$ cat config.mk
export PLATFORM = sky130hd
export DESIGN_NAME = lsearch_accel
export DESIGN_NICKNAME = d
export VERILOG_FILES = /design/src/rtl/lsearch_pkg.sv /design/src/rtl/lsearch_regs.sv /design/src/rtl/lsearch_cmp.sv /design/src/rtl/lsearch_fsm.sv /design/src/rtl/lsearch_accel.sv
export SDC_FILE = /design/constraint.sdc
export NUM_CORES = 1
export LEC_CHECK = 0
export ABC_AREA = 0
export BUFFER_PORTS_ARGS = -buffer_cell sky130_fd_sc_hd__clkbuf_2
export CORE_ASPECT_RATIO = 0.9
export CORE_MARGIN = 1.5
export CORE_UTILIZATION = 55
export DETAILED_ROUTE_END_ITERATION = 6
export GPL_TIMING_DRIVEN = 0
export PLACE_DENSITY_LB_ADDON = 0.05
export SKIP_LAST_GASP = 1
export SYNTH_ARGS = -nofsm -noshare
export SYNTH_HDL_FRONTEND = slang
export SYNTH_SLANG_ARGS = --single-unit
$ cat constraint.sdc
create_clock -name clk_i -period 2.6 [get_ports clk_i]
set_input_delay 0.26 -clock clk_i [delete_from_list [all_inputs] [get_ports clk_i]]
set_output_delay 0.26 -clock clk_i [all_outputs]
set_load 0.005 [all_outputs]
$ cat src/rtl/lsearch_pkg.sv
package lsearch_pkg;
  typedef enum logic [1:0] {ST_IDLE, ST_READ, ST_COMPARE, ST_DONE} state_e;

  localparam int unsigned REG_AW = 5;
  localparam int unsigned REG_DW = 32;

  localparam logic [REG_AW-1:0] OFF_BASE = 5'h00;
  localparam logic [REG_AW-1:0] OFF_KEY  = 5'h04;
  localparam logic [REG_AW-1:0] OFF_CNT  = 5'h08;
  localparam logic [REG_AW-1:0] OFF_CTRL = 5'h0C;
  localparam logic [REG_AW-1:0] OFF_STAT = 5'h10;
  localparam logic [REG_AW-1:0] OFF_RES  = 5'h14;

  localparam int unsigned FAIL_VALUE = 255;
endpackage

$ cat src/rtl/lsearch_regs.sv
module lsearch_regs
  import lsearch_pkg::*;
#(
  parameter int unsigned ADDR_W = 16,
  parameter int unsigned DATA_W = 32,
  parameter int unsigned CNT_W  = 16
) (
  input  logic              clk_i,
  input  logic              rst_ni,
  input  logic              we_i,
  input  logic [REG_AW-1:0] addr_i,
  input  logic [REG_DW-1:0] wdata_i,
  input  logic              busy_i,
  input  logic              done_i,
  input  logic [ADDR_W-1:0] result_i,
  output logic [ADDR_W-1:0] base_o,
  output logic [DATA_W-1:0] key_o,
  output logic [CNT_W-1:0]  cnt_o,
  output logic              go_o,
  output logic [REG_DW-1:0] rdata_o
);
  logic [ADDR_W-1:0] base_q;
  logic [DATA_W-1:0] key_q;
  logic [CNT_W-1:0]  cnt_q;

  always_ff @(posedge clk_i or negedge rst_ni) begin
    if (!rst_ni) begin
      base_q <= '0;
      key_q  <= '0;
      cnt_q  <= '0;
    end else if (we_i) begin
      case (addr_i)
        OFF_BASE: base_q <= wdata_i[ADDR_W-1:0];
        OFF_KEY:  key_q  <= wdata_i[DATA_W-1:0];
        OFF_CNT:  cnt_q  <= wdata_i[CNT_W-1:0];
        default:  ;
      endcase
    end
  end

  // launch request; the FSM decides whether it is accepted
  assign go_o = we_i && (addr_i == OFF_CTRL) && wdata_i[0];

  always_comb begin
    case (addr_i)
      OFF_BASE: rdata_o = REG_DW'(base_q);
      OFF_KEY:  rdata_o = REG_DW'(key_q);
      OFF_CNT:  rdata_o = REG_DW'(cnt_q);
      OFF_STAT: rdata_o = REG_DW'({done_i, busy_i});
      OFF_RES:  rdata_o = REG_DW'(result_i);
      default:  rdata_o = '0;
    endcase
  end

  assign base_o = base_q;
  assign key_o  = key_q;
  assign cnt_o  = cnt_q;
endmodule

$ cat src/rtl/lsearch_cmp.sv
module lsearch_cmp #(
  parameter int unsigned DATA_W = 32
) (
  input  logic              clk_i,
  input  logic              rst_ni,
  input  logic              load_i,
  input  logic [DATA_W-1:0] key_i,
  input  logic [DATA_W-1:0] data_i,
  output logic              match_o
);
  logic [DATA_W-1:0] key_q;

  always_ff @(posedge clk_i or negedge rst_ni) begin
    if (!rst_ni)     key_q <= '0;
    else if (load_i) key_q <= key_i;
  end

  assign match_o = (data_i == key_q);
endmodule

$ cat src/rtl/lsearch_fsm.sv
module lsearch_fsm
  import lsearch_pkg::*;
#(
  parameter int unsigned ADDR_W = 16,
  parameter int unsigned CNT_W  = 16
) (
  input  logic              clk_i,
  input  logic              rst_ni,
  input  logic              go_i,
  input  logic [ADDR_W-1:0] base_i,
  input  logic [CNT_W-1:0]  cnt_i,
  input  logic              match_i,
  output logic              accept_o,
  output logic              mem_req_o,
  output logic [ADDR_W-1:0] mem_addr_o,
  output logic              busy_o,
  output logic              done_o,
  output logic [ADDR_W-1:0] result_o
);
  localparam logic [ADDR_W-1:0] FAIL_CODE = ADDR_W'(FAIL_VALUE);

  state_e            state_q;
  logic [ADDR_W-1:0] cur_q;
  logic [CNT_W-1:0]  left_q;
  logic              done_q;
  logic [ADDR_W-1:0] res_q;

  assign accept_o = go_i && (state_q == ST_IDLE);

  always_ff @(posedge clk_i or negedge rst_ni) begin
    if (!rst_ni) begin
      state_q <= ST_IDLE;
      cur_q   <= '0;
      left_q  <= '0;
      done_q  <= 1'b0;
      res_q   <= '0;
    end else begin
      case (state_q)
        ST_IDLE: begin
          if (accept_o) begin
            done_q <= 1'b0;
            if (cnt_i == '0) begin
              res_q   <= FAIL_CODE;
              state_q <= ST_DONE;
            end else begin
              cur_q   <= base_i;
              left_q  <= cnt_i;
              state_q <= ST_READ;
            end
          end
        end
        ST_READ: state_q <= ST_COMPARE;
        ST_COMPARE: begin
          if (match_i) begin
            res_q   <= cur_q;
            state_q <= ST_DONE;
          end else if (left_q == CNT_W'(1)) begin
            res_q   <= FAIL_CODE;
            state_q <= ST_DONE;
          end else begin
            cur_q   <= cur_q + 1'b1;
            left_q  <= left_q - 1'b1;
            state_q <= ST_READ;
          end
        end
        ST_DONE: begin
          done_q  <= 1'b1;
          state_q <= ST_IDLE;
        end
        default: state_q <= ST_IDLE;
      endcase
    end
  end

  assign mem_req_o  = (state_q == ST_READ);
  assign mem_addr_o = cur_q;
  assign busy_o     = (state_q != ST_IDLE);
  assign done_o     = done_q;
  assign result_o   = res_q;
endmodule

$ cat src/rtl/lsearch_accel.sv
module lsearch_accel
  import lsearch_pkg::*;
#(
  parameter int unsigned ADDR_W = 16,
  parameter int unsigned DATA_W = 32,
  parameter int unsigned CNT_W  = 16
) (
  input  logic              clk_i,
  input  logic              rst_ni,
  input  logic              reg_we_i,
  input  logic [4:0]        reg_addr_i,
  input  logic [31:0]       reg_wdata_i,
  output logic [31:0]       reg_rdata_o,
  output logic              mem_req_o,
  output logic [ADDR_W-1:0] mem_addr_o,
  input  logic [DATA_W-1:0] mem_rdata_i
);
  logic [ADDR_W-1:0] base_w;
  logic [DATA_W-1:0] key_w;
  logic [CNT_W-1:0]  cnt_w;
  logic              go_w;
  logic              accept_w;
  logic              match_w;
  logic              busy_w;
  logic              done_w;
  logic [ADDR_W-1:0] result_w;

  lsearch_regs #(.ADDR_W(ADDR_W), .DATA_W(DATA_W), .CNT_W(CNT_W)) u_regs (
    .clk_i    (clk_i),
    .rst_ni   (rst_ni),
    .we_i     (reg_we_i),
    .addr_i   (reg_addr_i),
    .wdata_i  (reg_wdata_i),
    .busy_i   (busy_w),
    .done_i   (done_w),
    .result_i (result_w),
    .base_o   (base_w),
    .key_o    (key_w),
    .cnt_o    (cnt_w),
    .go_o     (go_w),
    .rdata_o  (reg_rdata_o)
  );

  lsearch_cmp #(.DATA_W(DATA_W)) u_cmp (
    .clk_i   (clk_i),
    .rst_ni  (rst_ni),
    .load_i  (accept_w),
    .key_i   (key_w),
    .data_i  (mem_rdata_i),
    .match_o (match_w)
  );

  lsearch_fsm #(.ADDR_W(ADDR_W), .CNT_W(CNT_W)) u_fsm (
    .clk_i      (clk_i),
    .rst_ni     (rst_ni),
    .go_i       (go_w),
    .base_i     (base_w),
    .cnt_i      (cnt_w),
    .match_i    (match_w),
    .accept_o   (accept_w),
    .mem_req_o  (mem_req_o),
    .mem_addr_o (mem_addr_o),
    .busy_o     (busy_w),
    .done_o     (done_w),
    .result_o   (result_w)
  );
endmodule

; ---- Word level (Yosys, flattened, before mapping)
; Index checks and enable logic that the tools add are counted.
[word_totals]
word_cells = 65
inputBits = 72
mem_bits_rw = 0
n_memories = 0
register_bits = 147
mem_bits_ro = 0
out_inout_bits = 49
latch_bits = 0
[classes]
n_lt_le_gt_ge = 0
n_addsub = 2
bitwise = 0
n_eq_ne = 16
n_reduce_logical = 15
n_mul = 0
n_shift = 0
mux = 23
div = 0
[ops]
columns = operator, n
row1 = $mux W16, 12
row2 = $pmux W32 S5, 1
row3 = $pmux W16 S2, 3
row4 = $eq A32 B32 Y1, 1
row5 = $add A16 B1 Y16 const B, 1
row6 = $eq A16 B1 Y1 const B, 1
row7 = $logic_not A16 Y1, 1
row8 = $sub A16 B1 Y16 const B, 1
row9 = $eq A5 B4 Y1 const B, 2
row10 = $eq A5 B5 Y1 const B, 2
row11 = $ne A2 B2 Y1 const B, 5
row12 = $mux W2, 4
row13 = $pmux W2 S4, 1
row14 = $reduce_and A2 Y1, 4
row15 = $reduce_bool A2 Y1, 3
row16 = $eq A5 B3 Y1 const B, 1
row17 = $logic_not A5 Y1, 1
row18 = $reduce_and A5 Y1, 1
row19 = $eq A2 B2 Y1 const B, 2
row20 = $reduce_and A4 Y1, 1
row21 = $logic_and A1 B1 Y1, 3
row22 = $ne A3 B2 Y1 const B, 1
row23 = $eq A2 B1 Y1 const B, 1
row24 = $logic_not A2 Y1, 1
row25 = 2 further kinds, 2

; ---- Depth between registers and ports, before layout
; Gate-level depths: netlist (run 1).
[logic_depth]
ltp_word = 6
depth_mapped = 10

; ---- Cells and area by module
; Synthesis (run 1) repeated with hierarchy kept, for this count alone.
[unflattened]
cells_unflattened = 647
hier_area_um2 = 7399.6
[by_module_without_submodules]
columns = mod, seq_area_each_um2, n_inst, cells_per_inst, area_each_um2
row1 = lsearch_regs, 1601.5, 1, 225, 3021.6
row2 = lsearch_fsm, 1276.2, 1, 311, 2842.7
row3 = lsearch_cmp, 800.8, 1, 111, 1535.2

; ---- Worst setup path before layout (run 1)
; Ideal clock, no wire load.
[synth_path]
kind = register to register
from = register u_fsm.left_q[4]
to = register u_fsm.res_q[14] (netlist: u_fsm.result_o[14])
path_stages_with_launch = 8
setup_ns = 0.120
period_less_slack_ns = 1.978
setup_slack_ns = 0.622
arrival_ns = 1.858
t_required_ns = 2.480
n_path_buf = 2
path_cell_list = dfrtp_1 > or3_1 > buf_2 > nor4_1 > and4_1 > nor2_1 > buf_2 > a31o_2
[synth_between]
elab_chain_cells = 3
[synth_lines]
columns = element, line
row1 = start: declaration, lsearch_fsm.sv:24  ; logic [CNT_W-1:0] left_q;
row2 = start signal: assignment, lsearch_fsm.sv:47  ; left_q <= cnt_i;
row3 = start signal: assignment, lsearch_fsm.sv:62  ; left_q <= left_q - 1'b1;
row4 = $eq A16 B1 Y1, lsearch_fsm.sv:57  ; end else if (left_q == CNT_W'(1)) begin
row5 = $ne A3 B2 Y1 (no line), n/a
row6 = $reduce_and A4 Y1 (no line), n/a
row7 = end signal: assignment, lsearch_fsm.sv:55  ; res_q <= cur_q;
row8 = end: declaration, lsearch_fsm.sv:26  ; logic [ADDR_W-1:0] res_q;
; No other way between the ends.
; A chain may end at the register's enable or synchronous reset.

; ---- Worst setup path after layout (run 1)
[layout_path]
from = input port reg_addr_i[3]
to = output port reg_rdata_o[15]
[layout_between]
elab_chain_cells = 2
[layout_lines]
columns = element, line
row1 = start: declaration, lsearch_accel.sv:11  ; input logic [4:0] reg_addr_i,
row2 = "$eq A5 B5 Y1, or another cell as far along", lsearch_regs.sv:45  ; case (addr_i)
row3 = $pmux W32 S5 (*), lsearch_regs.sv:45
row4 = end: declaration, lsearch_accel.sv:13  ; output logic [31:0] reg_rdata_o,
; Mark *: on every way between the ends. The rest lies on a longest branch, timed or not.

==> flow_summary_export.csv, run 1 <==
group,metric,value,unit
timing,max_slew_margin,0.384,
clocking,root_buffer,"clkbuf_16",
synthesis,ys_seq_area_frac,0.493,
die,dieWidth,126,microns
timing,finalSetupViolations,0,
cells_and_area,final_core_util,0.671,
pwr,total_power,8.35,mW
drt,dr.pass1.iters,7,
pwr,p_per_area,935,mW/mm^2
timing,fin_crit_sh,0.971,
timing,skew,0.00554,ns
placed_design,placed_cell_area,0.00832,sq mm
worst_setup_path,crit_path_end_kind,"primary output",
pwr,internal_power,5.28,mW
die,coreArea,0.0133,sq mm
cells_and_area,fillCellCount,1093,
die,die_h,114,microns
timing,final_hold_viol_count,0,
clocking,cts_tree,"built",
worst_setup_path,critPathMaxFanout,10,
drt,vias_per_cell,6.23,
cells_and_area,diodes,0,
pwr,power_switching,3.07,mW
drt,post_drt_wl_per_cell,20.8,microns
drt,drt_iter0_markers,776,
placed_design,place.gp.congestion,0.969,
worst_setup_path,path_buf_inv,4,
cells_and_area,nNetsFinal,963,
placed_design,dpl.hpwl,16.4,mm
synthesis,synthFlopType,"dfrtp_1",
synthesis,synth_edf_count,0,
synthesis,synth_fp_nets,821,
clocking,clk_path_buf_depth,2,
pwr,p_seq_frac,0.406,
global_routing,grt_pass1_wl,35.0,mm
drt,route.detailed.drc,9,
timing,min_period,2.52,ns
drt,wirelength,22.3,mm
worst_setup_path,slowest_delay,0.73,ns
global_routing,grt_overflow,0,
synthesis,ys_ff_latch,147,
cells_and_area,drive_gt1_frac,0.281,
clocking,clock_sinks,147,
cells_and_area,fin_cells,1069,
synthesis,syn_area,0.00747,sq mm
flow_run,max_cap_viol_count,0,
cells_and_area,area_growth_syn_to_layout,19.6,%
drt,vias,6662,
pwr,p_comb_frac,0.304,
worst_setup_path,worstPathRequired,2.34,ns
timing,drv_slew,0,
worst_hold_path,hp-class,"input pin to flop",
pwr,vdd_drop_max,0.657,mV
pwr,leakage,4.32,nW
global_routing,first_global_vias,6320,
clocking,clkLatencyLatePin,0.43,ns
placed_design,dp.cells,1035,
global_routing,globalRouteTotalUtil,0.324,
clocking,cts.clk_slew.worst_paths,0.06,ns
worst_setup_path,worstSetupPathType,"input pin to primary output",
worst_setup_path,start_kind,"input pin",
status,status,"complete, but fails checks",
synthesis,avgSynthCellArea,10.0,sq um
global_routing,grt_max_degree,77,
placed_design,numPortBuffers,120,
die,start_util,0.561,
synthesis,yosysWarnings,0,
die,ios,121,
timing,fmax,396,MHz
status,violations,"design-rule violations",
worst_setup_path,worstPathCellList,"clkbuf_2, buf_2, buf_1, mux2i_1, nor2_1, a221o_1, clkbuf_2",
die,dieArea,0.0143,sq mm
worst_setup_path,worst_ep_arrival_time,2.26,ns
global_routing,antenna_found_initial,0,
worst_setup_path,critical_path.top_delay_family,"buffers and inverters",
pwr,switching_share,0.368,
clocking,numCtsBuffers,17,
clocking,htreeDepth,4,
synthesis,synth_cell_type_count,55,
synthesis,yosys-top-cells-area,"dfrtp_1, mux2_2, nand2_1, xor2_1, mux2i_1",
timing,timing.setup.tns,0,ns
synthesis,netlist.area_leader.share,0.493,
timing,tightest_slew,0.924,ns
synthesis,syn_inst,746,
die,row_count,40,
worst_setup_path,slowest_stage,"buf_1",
pwr,clkPwrFrac,0.291,
drt,drtAntennaViolNets,0,
synthesis,async_flop_share,1.00,
synthesis,synth_area_leader_cell,"dfrtp_1",
worst_setup_path,cpMostUsedCell,"clkbuf_2",
cells_and_area,design_area,0.00893,sq mm
==> per-stage QoR <==
stage                     worst slack, ns  hold WS (ns)
after floorplan                     0.622       -0.0356
after global placement              -1.20         0.463
after global routing             -0.00612        0.0550
after CTS                          0.0184        0.0515
after detailed placement           0.0179         0.308
final                              0.0760        0.0623
==> layer usage <==
metal	vias up	GRT usage	wire, microns
met3	35	0.0816	2020
met1	3306	0.478	9830
met2	358	0.480	10100
li1	2963	-	-
met4	0	0.0881	351
met5	-	0	0
==> cell families (layout without fill, tap and decap cells) <==
group,Yosys count,in the layout,synth area share
XOR/XNOR,32,32,0.0375
multiplexers,82,82,0.121
AND/OR/NAND/NOR,267,267,0.170
AO/OA/AOI/OAI,153,153,0.138
flip-flops,147,147,0.493
buffers and inverters,62,217,0.0357
adder cells (fa/ha/maj),3,3,0.00503
==> worst reg2reg max path, stage by stage (launching register included) <==
cell      delay (ns)
dfrtp_1         0.39
xor2_1          0.22
nor4_1          0.33
nand4_1         0.22
or3_1           0.40
clkbuf_1        0.16
clkbuf_1        0.31
a31oi_1         0.27
a21oi_1         0.06
==> final timing paths <==
| path | start | endpoint | slack (ns) | cells past startpoint |
|---|---|---|---|---|
| setup reg to reg | u_cmp.key_q[13] | u_fsm.mem_addr_o[14] | 0.12 | 8 |
| hold / removal | reg_wdata_i[25] | u_regs.key_o[25] | 0.06 | 2 |
| setup / recovery | reg_addr_i[3] | reg_rdata_o[15] | 0.08 | 7 |
| max in group asynchronous | rst_ni | u_fsm.left_q[14] | 1.39 | 3 |
| min in group asynchronous | rst_ni | u_regs.key_o[29] | 0.38 | 2 |
| hold reg to reg | u_regs.key_o[28] | u_cmp.key_q[28] | 0.48 | 2 |
==> repair_timing <==
item / in CTS / in global routing
setup endpoints to repair: 0 / 32
hold buffers: 1 / 0
hold endpoints to repair: 71 / 0
buffers inserted: 0 / 1
resized for setup: 0 / 5
==> registers in the layout, indices dropped and copies added, names as in the netlist <==
name              cells
u_cmp.key_q          32
u_fsm.done_o          1
u_fsm.left_q         16
u_fsm.mem_addr_o     16
u_fsm.result_o       16
u_fsm.state_q         2
u_regs.base_o        16
u_regs.cnt_o         16
u_regs.key_o         32
==> cell usage in the layout (no fill, tap or decap), types with 6 or more instances in the layout <==
master / instances
nand4_1: 12
clkinvlp_4: 6
nor2_1: 40
mux2_2: 65
inv_1: 11
a31o_2: 12
buf_2: 9
clkbuf_2: 121
dfrtp_1: 147
nor3_1: 9
a21oi_1: 33
a221o_1: 16
mux2i_1: 17
o22ai_1: 16
and2_1: 16
o21ai_0: 24
nand2b_1: 6
a31oi_1: 26
clkbuf_1: 33
nand3_1: 12
xor2_1: 31
clkbuf_16: 17
nor4_1: 16
nand2_1: 132
==> Yosys cell counts (5+ instances only) <==
library cell	count
dfrtp_1	147
o22ai_1	16
nor3_1	9
a32o_1	5
nand2_1	132
and2_1	16
inv_1	11
or4_1	5
a31oi_1	26
nand2b_1	6
nor2_1	40
nand4_1	12
a21oi_1	33
mux2i_1	17
or3_1	5
o21ai_0	24
a221o_1	16
xor2_1	31
nand3_1	12
nor4_1	16
clkbuf_1	34
mux2_2	65
buf_2	9
a31o_2	12
==> power by group through the flow <==
| stage | Clock, mW | Combinational (mW) | Sequential, mW |
|---|---|---|---|
| after floorplan | 0 | 1.67 | 3.20 |
| after global placement | 0 | 2.37 | 3.37 |
| after detailed placement | 0 | 2.46 | 3.40 |
| after CTS | 2.46 | 2.48 | 3.36 |
| after global routing | 2.56 | 2.77 | 3.45 |
| final | 2.43 | 2.54 | 3.39 |
==> area by class of cell <==
type,instances,area [sq um],share of cell area
Buffer,50,224,0.0251
Clock buffer,20,457,0.0511
Clock inverter,12,133,0.0149
Inverter,12,45.0,0.00504
Multi-Input combinational cell,537,3530,0.395
Sequential cell,147,3680,0.412
Tap cell,168,210,0.0235
Timing Repair Buffer,123,654,0.0733
Note: power is estimated with default switching activity, not from simulation.
==> inputs of run 2 (changes only) <==
--- a/config.mk
+++ b/config.mk
@@ -7,13 +7,14 @@
 export LEC_CHECK = 0
 export ABC_AREA = 0
 export BUFFER_PORTS_ARGS = -buffer_cell sky130_fd_sc_hd__clkbuf_2
-export CORE_ASPECT_RATIO = 0.9
 export CORE_MARGIN = 1.5
 export CORE_UTILIZATION = 55
+export CTS_BUF_LIST = sky130_fd_sc_hd__clkbuf_2
 export DETAILED_ROUTE_END_ITERATION = 6
 export GPL_TIMING_DRIVEN = 0
 export PLACE_DENSITY_LB_ADDON = 0.05
 export SKIP_LAST_GASP = 1
+export SLEW_MARGIN = 20
 export SYNTH_ARGS = -nofsm -noshare
 export SYNTH_HDL_FRONTEND = slang
 export SYNTH_SLANG_ARGS = --single-unit
==> flow_summary_export.csv, run 2 (synthesized netlist as in run 1, its figures left out) <==
group,metric,value,unit
timing,setup_ws,0.137,ns
die,start_util,0.564,
pwr,leakage,4.37,nW
drt,post_drt_wl_per_cell,20.8,microns
drt,drtAntennaViolNets,0,
placed_design,dpl.hpwl,16.8,mm
drt,vias,6892,
worst_setup_path,critPathMaxFanout,10,
cells_and_area,final_core_util,0.679,
global_routing,grt_overflow,0,
timing,final_hold_viol_count,0,
timing,min_period,2.46,ns
drt,vias_per_cell,6.16,
die,dieWidth,120,microns
pwr,switching_share,0.417,
flow_run,max_cap_viol_count,0,
timing,drv_slew,0,
clocking,cts_tree,"built",
die,coreArea,0.0132,sq mm
global_routing,antenna_found_initial,1,
timing,fmax,406,MHz
clocking,cts.clk_slew.worst_paths,0.24,ns
timing,rsz0062_at_grt,"true",
clocking,root_buffer,"clkbuf_2",
worst_setup_path,worstPathRequired,2.34,ns
die,ios,121,
clocking,numCtsBuffers,17,
pwr,p_comb_frac,0.365,
pwr,vdd_drop_max,0.451,mV
drt,wirelength,23.3,mm
status,status,"complete, no violations",
pwr,p_seq_frac,0.471,
die,die_h,120,microns
worst_setup_path,start_kind,"input pin",
worst_setup_path,reg2reg_depth,8,
clocking,clock_sinks,147,
worst_setup_path,crit_path_end_kind,"primary output",
cells_and_area,nNetsFinal,1003,
global_routing,grt_max_degree,78,
global_routing,first_global_vias,6568,
drt,dr.pass1.iters,6,
cells_and_area,area_growth_syn_to_layout,20.3,%
cells_and_area,final_common_cell,"dfrtp_1",
timing,fin_crit_sh,0.947,
placed_design,dp.cells,1043,
worst_hold_path,hp-class,"input pin to asynchronous set/reset pin",
clocking,clkLatencyLatePin,0.76,ns
placed_design,pre_cts_ws,-0.0544,ns
timing,tightest_slew,0.887,ns
drt,drt_iter0_markers,1018,
placed_design,place.gp.congestion,0.969,
pwr,power_switching,3.01,mW
timing,finalSetupViolations,0,
worst_setup_path,worst_ep_arrival_time,2.20,ns
cells_and_area,fin_cells,1118,
pwr,clkPwrFrac,0.164,
cells_and_area,drive_gt1_frac,0.282,
pwr,total_power,7.23,mW
clocking,clk_path_buf_depth,2,
worst_setup_path,worstSetupPathType,"input pin to primary output",
cells_and_area,layout_common_cells,"dfrtp_1, clkbuf_2, nand2_1",
drt,route.detailed.drc,0,
timing,skew,0.0401,ns
die,dieArea,0.0143,sq mm
placed_design,numPortBuffers,120,
pwr,p_per_area,804,mW/mm^2
global_routing,globalRouteTotalUtil,0.333,
die,row_count,42,
timing,max_slew_margin,0.404,
global_routing,grt_pass1_wl,36.1,mm
timing,holdWs,0.0435,ns
clocking,htreeDepth,4,
pwr,internal_power,4.22,mW
## run 2: power by group through the flow
stage                     Sequential (mW)  Combinational, mW  Clock, mW
after floorplan                      3.20               1.67          0
after global placement               3.40               2.36          0
after detailed placement             3.42               2.44          0
after CTS                            3.37               2.50       1.20
after global routing                 3.46               2.87       1.30
final                                3.41               2.64       1.19
## run 2: layer usage
layer	global-route usage	vias up	part of all wire	routed length (microns)
met5	0	-	0	0
met4	0.131	0	0.027	631
met3	0.0656	56	0.089	2070
met2	0.498	399	0.46	10700
met1	0.481	3381	0.43	9940
li1	-	3056	-	-
## run 2: metrics by stage
| stage | area, sq um | setup TNS (ns) |
|---|---|---|
| after floorplan | 7470 | 0 |
| after global placement | 8290 | -174.73 |
| after detailed placement | 8330 | -0.0632 |
| after CTS | 8900 | -0.0183 |
| after global routing | 8990 | -0.0343 |
| final | 8990 | 0 |
## run 2: path summary, 6_finish.rpt
kind | slack, ns | from | end
hold / removal | 0.04 | rst_ni | u_fsm.done_o
min in group clk_i | 0.08 | reg_addr_i[0] | u_fsm.done_o
setup / recovery | 0.14 | reg_addr_i[3] | reg_rdata_o[11]
setup reg to reg | 0.14 | u_cmp.key_q[2] | u_fsm.left_q[13]
max in group asynchronous | 1.73 | rst_ni | u_fsm.left_q[9]
hold reg to reg | 0.50 | u_regs.key_o[22] | u_cmp.key_q[22]
## run 2: layout make-up
class	count	area [sq um]
Clock buffer	17	85.1
Multi-Input combinational cell	537	3570
Timing Repair Buffer	163	1040
Inverter	12	45.0
Tap cell	176	220
Sequential cell	147	3680
Clock inverter	15	118
Fill cell	1112	4260
Antenna cell	1	2.50
Buffer	50	230
## run 2: critical path, cell delays in order
cell and delay, ns:
clkbuf_2 0.12, buf_2 0.29, buf_1 0.68, mux2i_1 0.35
nor2_1 0.07, a221o_1 0.29, clkbuf_2 0.12
## run 2: what timing repair did
item | CTS | global route
hold endpoints to repair | 173 | 0
endpoints found under the setup margin | 8 | 54
setup buffers | 0 | 6
gates resized for setup | 2 | 21
pin swaps | 0 | 5
hold buffers | 36 | 0
